**src/rtl/cdt_pkg.sv**
```systemverilog
package cdt_pkg;

    localparam int ADDR_W = 2;

    // Word index of each register in the window
    typedef enum logic [ADDR_W-1:0] {
        REG_CTRL  = 2'd0,
        REG_DIV   = 2'd1,
        REG_START = 2'd2,
        REG_LIVE  = 2'd3
    } cdt_reg_e;

endpackage

```
**src/rtl/cdt_regs.sv**
```systemverilog
module cdt_regs
    import cdt_pkg::*;
#(
    parameter int CNT_W = 32,
    parameter int VEC_W = 8,
    parameter int DIV_W = 3
) (
    input  logic              clk,
    input  logic              rst_n,
    input  logic              bus_wr,
    input  logic [ADDR_W-1:0] bus_addr,
    input  logic [CNT_W-1:0]  bus_wdata,
    input  logic [CNT_W-1:0]  live_count,
    output logic [CNT_W-1:0]  bus_rdata,
    output logic [VEC_W-1:0]  vector,
    output logic              mask,
    output logic              periodic,
    output logic [DIV_W-1:0]  div_code,
    output logic [CNT_W-1:0]  start_count,
    output logic              load,
    output logic [CNT_W-1:0]  load_value
);

    localparam int CTRL_W = VEC_W + 2;

    typedef struct packed {
        logic [VEC_W-1:0] vector;
        logic             mask;
        logic             periodic;
        logic [DIV_W-1:0] div;
        logic [CNT_W-1:0] start;
    } regs_t;

    regs_t    regs_d, regs_q;
    cdt_reg_e sel;

    assign sel = cdt_reg_e'(bus_addr);

    always_comb begin
        regs_d = regs_q;
        if (bus_wr) begin
            unique case (sel)
                REG_CTRL: begin
                    regs_d.vector   = bus_wdata[VEC_W-1:0];
                    regs_d.mask     = bus_wdata[VEC_W];
                    regs_d.periodic = bus_wdata[VEC_W+1];
                end
                REG_DIV:   regs_d.div   = bus_wdata[DIV_W-1:0];
                REG_START: regs_d.start = bus_wdata;
                REG_LIVE:  ;
                default:   ;
            endcase
        end
    end

    always_ff @(posedge clk) begin
        if (!rst_n) begin
            regs_q          <= '0;
            regs_q.mask     <= 1'b1;
        end else begin
            regs_q <= regs_d;
        end
    end

    always_comb begin
        unique case (sel)
            REG_CTRL:  bus_rdata = CNT_W'({regs_q.periodic, regs_q.mask, regs_q.vector});
            REG_DIV:   bus_rdata = CNT_W'(regs_q.div);
            REG_START: bus_rdata = regs_q.start;
            REG_LIVE:  bus_rdata = live_count;
            default:   bus_rdata = '0;
        endcase
    end

    // Keep the control word width visible for the read path
    logic [CTRL_W-1:0] ctrl_word;
    assign ctrl_word = {regs_q.periodic, regs_q.mask, regs_q.vector};

    assign vector      = ctrl_word[VEC_W-1:0];
    assign mask        = ctrl_word[VEC_W];
    assign periodic    = ctrl_word[VEC_W+1];
    assign div_code    = regs_q.div;
    assign start_count = regs_q.start;
    assign load        = bus_wr && (sel == REG_START);
    assign load_value  = bus_wdata;

endmodule

```
**src/rtl/cdt_prescale.sv**
```systemverilog
module cdt_prescale #(
    parameter int DIV_W = 3
) (
    input  logic             clk,
    input  logic             rst_n,
    input  logic [DIV_W-1:0] div_code,
    input  logic             restart,
    input  logic             enable,
    output logic             tick
);

    // Largest ratio is 2^(2^DIV_W - 1); phase counter needs that many bits
    localparam int PRE_W = (1 << DIV_W) - 1;

    typedef struct packed {
        logic [PRE_W-1:0] phase;
    } pre_t;

    pre_t             pre_d, pre_q;
    logic [PRE_W-1:0] limit;
    logic [PRE_W:0]   span;
    logic [DIV_W:0]   shamt;

    // Code all-ones means divide-by-1; otherwise ratio 2^(code+1)
    always_comb begin
        shamt = {1'b0, div_code} + 1'b1;
        span  = ({{PRE_W{1'b0}}, 1'b1} << shamt) - 1'b1;
        if (div_code == {DIV_W{1'b1}}) begin
            limit = '0;
        end else begin
            limit = span[PRE_W-1:0];
        end
    end

    // Compare with >= so a smaller ratio chosen mid-phase still ticks
    assign tick = enable && !restart && (pre_q.phase >= limit);

    always_comb begin
        pre_d = pre_q;
        if (restart || !enable || tick) begin
            pre_d.phase = '0;
        end else begin
            pre_d.phase = pre_q.phase + 1'b1;
        end
    end

    always_ff @(posedge clk) begin
        if (!rst_n) begin
            pre_q <= '0;
        end else begin
            pre_q <= pre_d;
        end
    end

endmodule

```
**src/rtl/cdt_counter.sv**
```systemverilog
module cdt_counter #(
    parameter int CNT_W = 32,
    parameter int VEC_W = 8
) (
    input  logic             clk,
    input  logic             rst_n,
    input  logic             load,
    input  logic [CNT_W-1:0] load_value,
    input  logic [CNT_W-1:0] start_count,
    input  logic             tick,
    input  logic             mask,
    input  logic             periodic,
    input  logic [VEC_W-1:0] vector,
    output logic [CNT_W-1:0] live_count,
    output logic             running,
    output logic             irq_pulse,
    output logic [VEC_W-1:0] irq_vector
);

    typedef struct packed {
        logic [CNT_W-1:0] count;
        logic             irq;
        logic [VEC_W-1:0] ivec;
    } cnt_t;

    cnt_t cnt_d, cnt_q;
    logic last_step;

    assign last_step = tick && (cnt_q.count == CNT_W'(1));

    always_comb begin
        cnt_d     = cnt_q;
        cnt_d.irq = 1'b0;
        if (load) begin
            cnt_d.count = load_value;
        end else if (tick && (cnt_q.count != '0)) begin
            if (last_step) begin
                cnt_d.count = periodic ? start_count : '0;
                cnt_d.irq   = !mask;
                cnt_d.ivec  = vector;
            end else begin
                cnt_d.count = cnt_q.count - 1'b1;
            end
        end
    end

    always_ff @(posedge clk) begin
        if (!rst_n) begin
            cnt_q <= '0;
        end else begin
            cnt_q <= cnt_d;
        end
    end

    assign live_count = cnt_q.count;
    assign running    = (cnt_q.count != '0);
    assign irq_pulse  = cnt_q.irq;
    assign irq_vector = cnt_q.ivec;

endmodule

```
**src/rtl/cd_timer.sv**
```systemverilog
module cd_timer
    import cdt_pkg::*;
#(
    parameter int CNT_W = 32,
    parameter int VEC_W = 8,
    parameter int DIV_W = 3
) (
    input  logic              clk,
    input  logic              rst_n,
    input  logic              bus_wr,
    input  logic [ADDR_W-1:0] bus_addr,
    input  logic [CNT_W-1:0]  bus_wdata,
    output logic [CNT_W-1:0]  bus_rdata,
    output logic              irq_pulse,
    output logic [VEC_W-1:0]  irq_vector
);

    logic [VEC_W-1:0] vector;
    logic             mask;
    logic             periodic;
    logic [DIV_W-1:0] div_code;
    logic [CNT_W-1:0] start_count;
    logic             load;
    logic [CNT_W-1:0] load_value;
    logic [CNT_W-1:0] live_count;
    logic             running;
    logic             tick;

    cdt_regs #(
        .CNT_W(CNT_W), .VEC_W(VEC_W), .DIV_W(DIV_W)
    ) i_regs (
        .clk        (clk),
        .rst_n      (rst_n),
        .bus_wr     (bus_wr),
        .bus_addr   (bus_addr),
        .bus_wdata  (bus_wdata),
        .live_count (live_count),
        .bus_rdata  (bus_rdata),
        .vector     (vector),
        .mask       (mask),
        .periodic   (periodic),
        .div_code   (div_code),
        .start_count(start_count),
        .load       (load),
        .load_value (load_value)
    );

    cdt_prescale #(
        .DIV_W(DIV_W)
    ) i_prescale (
        .clk     (clk),
        .rst_n   (rst_n),
        .div_code(div_code),
        .restart (load),
        .enable  (running),
        .tick    (tick)
    );

    cdt_counter #(
        .CNT_W(CNT_W), .VEC_W(VEC_W)
    ) i_counter (
        .clk        (clk),
        .rst_n      (rst_n),
        .load       (load),
        .load_value (load_value),
        .start_count(start_count),
        .tick       (tick),
        .mask       (mask),
        .periodic   (periodic),
        .vector     (vector),
        .live_count (live_count),
        .running    (running),
        .irq_pulse  (irq_pulse),
        .irq_vector (irq_vector)
    );

endmodule

```
**config.mk**
```make
export PLATFORM = sky130hd
export DESIGN_NAME = cd_timer
export DESIGN_NICKNAME = d
export VERILOG_FILES = /design/src/rtl/cdt_pkg.sv /design/src/rtl/cdt_regs.sv /design/src/rtl/cdt_prescale.sv /design/src/rtl/cdt_counter.sv /design/src/rtl/cd_timer.sv
export SDC_FILE = /design/constraint.sdc
export NUM_CORES = 1
export LEC_CHECK = 0
export BUFFER_PORTS_ARGS = -buffer_cell sky130_fd_sc_hd__buf_2
export CAP_MARGIN = 20
export CORE_MARGIN = 3
export CORE_UTILIZATION = 25
export DETAILED_ROUTE_END_ITERATION = 10
export GPL_TIMING_DRIVEN = 0
export SETUP_SLACK_MARGIN = 0.1
export SYNTH_ARGS = -nofsm -noshare
export SYNTH_HDL_FRONTEND = slang
export SYNTH_HIERARCHICAL = 1
export SYNTH_SLANG_ARGS = --single-unit
```
**constraint.sdc**
```tcl
create_clock -name clk -period 3.5 [get_ports clk]
set_input_delay 0.525 -clock clk [delete_from_list [all_inputs] [get_ports clk]]
set_output_delay 0.525 -clock clk [all_outputs]
set_load 0.02 [all_outputs]
```
==> metrics.cfg <==
[yosys]
synth_warnings = 6
synthAdderAreaFrac_pct = 2.64
synth_edf_count = 0
synth_area_mm2 = 0.00607
async_reset_ff_share_pct = 0
muxShareOfSynthArea_pct = 14.8
netlist_top_cells_area = dfxtp_1, mux2i_1, nand2_1
synth_area_per_cell_um2 = 8.48
synth_seq_cells = 93
synth_nets = 765
seq_area_frac_synth_pct = 30.7
synth_cell_type_count = 73
synth.top_cell.area_share_pct = 30.7
synth_compound_area_share_pct = 15.0
synth_most_common_cell = nand2_1
syn_inst = 716
synth-xor-area-share_pct = 3.75
ys.flop_type = dfxtp_1
synth_simple_gate_area_share_pct = 25.0
synthTopCellsByCount = nand2_1, dfxtp_1, mux2i_1, buf_4, a21oi_1
synth_top_family_by_area = simple AND/OR/NAND/NOR gates
yosys.area.top_type = dfxtp_1

[critical_path]
critPathKind = flip-flop to flip-flop
slowest_stage = dfxtp_4
cp-end-kind = flip-flop
critPathMaxStageDelay_ns = 0.35
critPathRequiredTime_ns = 3.75
critPathArrivalTime_ns = 3.99
worstPathCellList = nand2_4 -> inv_2 -> ha_4 -> or3_4 -> ha_4 -> nor2b_4 -> a32oi_1 -> ha_1 -> a211o_1 -> a21oi_4 -> o31ai_4 -> and3b_2 -> nor2b_4 -> and2_4 -> and4_4 -> buf_8 -> a22o_1 -> a211o_1
start_kind = flip-flop
critPathMaxFanout = 5

[floorplan]
die_area_mm2 = 0.0262
start_util_pct = 25.6
die_w_um = 162
core_area_mm2 = 0.0237
rows = 56
io_pins = 78
fp.dieH_um = 162

[route]
drt_iter0_drc = 459
routed_wl_mm = 21.2
postRouteAntennaNets = 0
routed_via_density = 5.05
drc = 0
drt_first_pass_iters = 5
num_vias = 5818
wl_per_cell_um = 18.4

[placed_design]
gp_congestion = 0.953
place_ws_ns = -0.854
numPortBuffers = 75
hpwlAfterDp_mm = 14.9
dp.cells = 1110

[sta]
fmax_mhz = 267
period_share_pct = 107
hold_violations = 0
skew_ns = 0.00575
report.final.slew_viol_count = 0
worst_pin_slew_ns = 0.866
setup_violations = 38
rsz0062_at_grt = true
fin_crit_ns = 3.74
relSlewSlack_pct = 41.8
fin_ws_ns = -0.242

[cells_and_area]
drive_gt1_share_pct = 31.2
final_util_pct = 33.0
insertedDiodeCount = 0
synthToLayoutAreaGrowth_pct = 28.7
nNetsFinal = 877
stdcell_count = 1152

[min_path]
hold_path_class = input pin to flip-flop

[clock_tree]
cts_root_buf = clkbuf_16
clock_latency_ns = 0.36
clkSinkCount = 93
cts_tree = yes
clockBufferDepth = 2
cts_hold_buf = 0
cts_buffers = 9
clk_pin_slew_ns = 0.07
htree_levels = 3

[grt]
overflow = 0
grt_use_total_pct = 15.8
antenna_found_initial = 0
grt-busiest-layer = met2
grt_pass1_wl_mm = 32.2
grt_util_met1_pct = 22.0
grt_pass1_vias = 5605
grt_max_degree = 18
use_met2_pct = 24.3
grt_use_met3_pct = 3.88

[pwr]
total_power_mw = 5.12
ir_drop_mv = 0.340
p_leak_nw = 3.20
pwr_density_cell_mw_per_mm2 = 655

[run_status]
status = finished with violations
violations = setup timing

[job]
max_cap_viol_count = 0

==> worst max-delay path, delay by kind of cell (launching register included) <==
kind / cells / cell delay (ns)
AND/OR/NAND/NOR: 7 / 1.33
AO/OA/AOI/OAI: 6 / 1.13
adder cells (fa/ha/maj): 3 / 0.66
flip-flops: 1 / 0.35
buffers and inverters: 2 / 0.17
==> flip-flops by register name (all words and copies together) (netlist names) <==
register / cells
i_counter/irq_pulse: 1
i_counter/irq_vector: 8
i_counter/live_count: 32
i_prescale/pre_q: 7
i_regs/div_code: 3
i_regs/mask: 1
i_regs/periodic: 1
i_regs/start_count: 32
i_regs/vector: 8
==> final timing paths <==
path | end | cells past startpoint | slack (ns) | from
setup reg to reg | i_counter/live_count[12] | 18 | -0.24 | i_regs/div_code[0]
hold reg to reg | i_counter/irq_vector[3] | 2 | 0.45 | i_counter/irq_vector[3]
setup / recovery | i_counter/live_count[12] | 18 | -0.24 | i_regs/div_code[0]
hold / removal | i_regs/start_count[19] | 3 | 0.42 | bus_wdata[19]
==> layer usage <==
layer / share of wire [%] / vias to the layer above
met5: 0 / -
met4: 2.0 / 0
met3: 7.7 / 32
met2: 45 / 241
met1: 45 / 2759
li1: - / 2786
==> per-stage QoR <==
step           hold slack [ns]  cell area, um2  TNS, ns
3_3_place_gp             0.436            6960   -25.76
5_1_grt                  0.416            7820    -9.67
6_report                 0.416            7820    -4.67
2_1_floorplan            0.422            6180    -1.04
3_5_place_dp             0.443            6960   -25.08
4_1_cts                  0.413            7620    -4.10
==> cell type report <==
class | instances | area (um2)
sequential | 93 | 1870
fill | 2547 | 15900
tap | 319 | 399
multi-input combinational | 536 | 4100
inverter | 10 | 37.5
clock buffer | 9 | 225
clock inverter | 7 | 57.6
buffer | 77 | 507
timing repair buffer | 101 | 617
==> layout by cell type (no fill, tap or decap), drive strengths merged, types with 7 or more instances in the layout <==
| cell | count |
|---|---|
| mux2i | 75 |
| nor2b | 24 |
| a21oi | 37 |
| o21ai | 20 |
| ha | 12 |
| and3 | 9 |
| nor2 | 26 |
| inv | 12 |
| or3 | 10 |
| nand2 | 113 |
| nand3 | 27 |
| xnor2 | 15 |
| mux2 | 7 |
| a22o | 8 |
| xor2 | 11 |
| nor4 | 15 |
| nor3b | 8 |
| dfxtp | 93 |
| buf | 156 |
| clkbuf | 31 |
| nor3 | 22 |
==> kinds of logic (layout without fill, tap and decap cells) <==
kind of cell    count (synthesis)  count (layout)
mux                            85              85
fa+ha+maj                      13              13
buf+inv                        87             204
compound gates                127             127
simple gates                  285             285
xor+xnor                       26              26
flops                          93              93
==> repair_timing <==
| action | CTS | global route |
|---|---|---|
| setup buffers | 17 | 7 |
| cloned | 1 | 1 |
| pin swaps | 24 | 15 |
| endpoints found under the setup margin | 41 | 41 |
| gates resized for setup | 56 | 32 |
==> report_power, final <==
group	switching (mW)	internal [mW]	leakage [nW]
Sequential	0.217	1.19	0.759
Clock	0.471	0.491	0.137
Combinational	1.70	1.04	2.30
(Power assumes the default switching activity.)
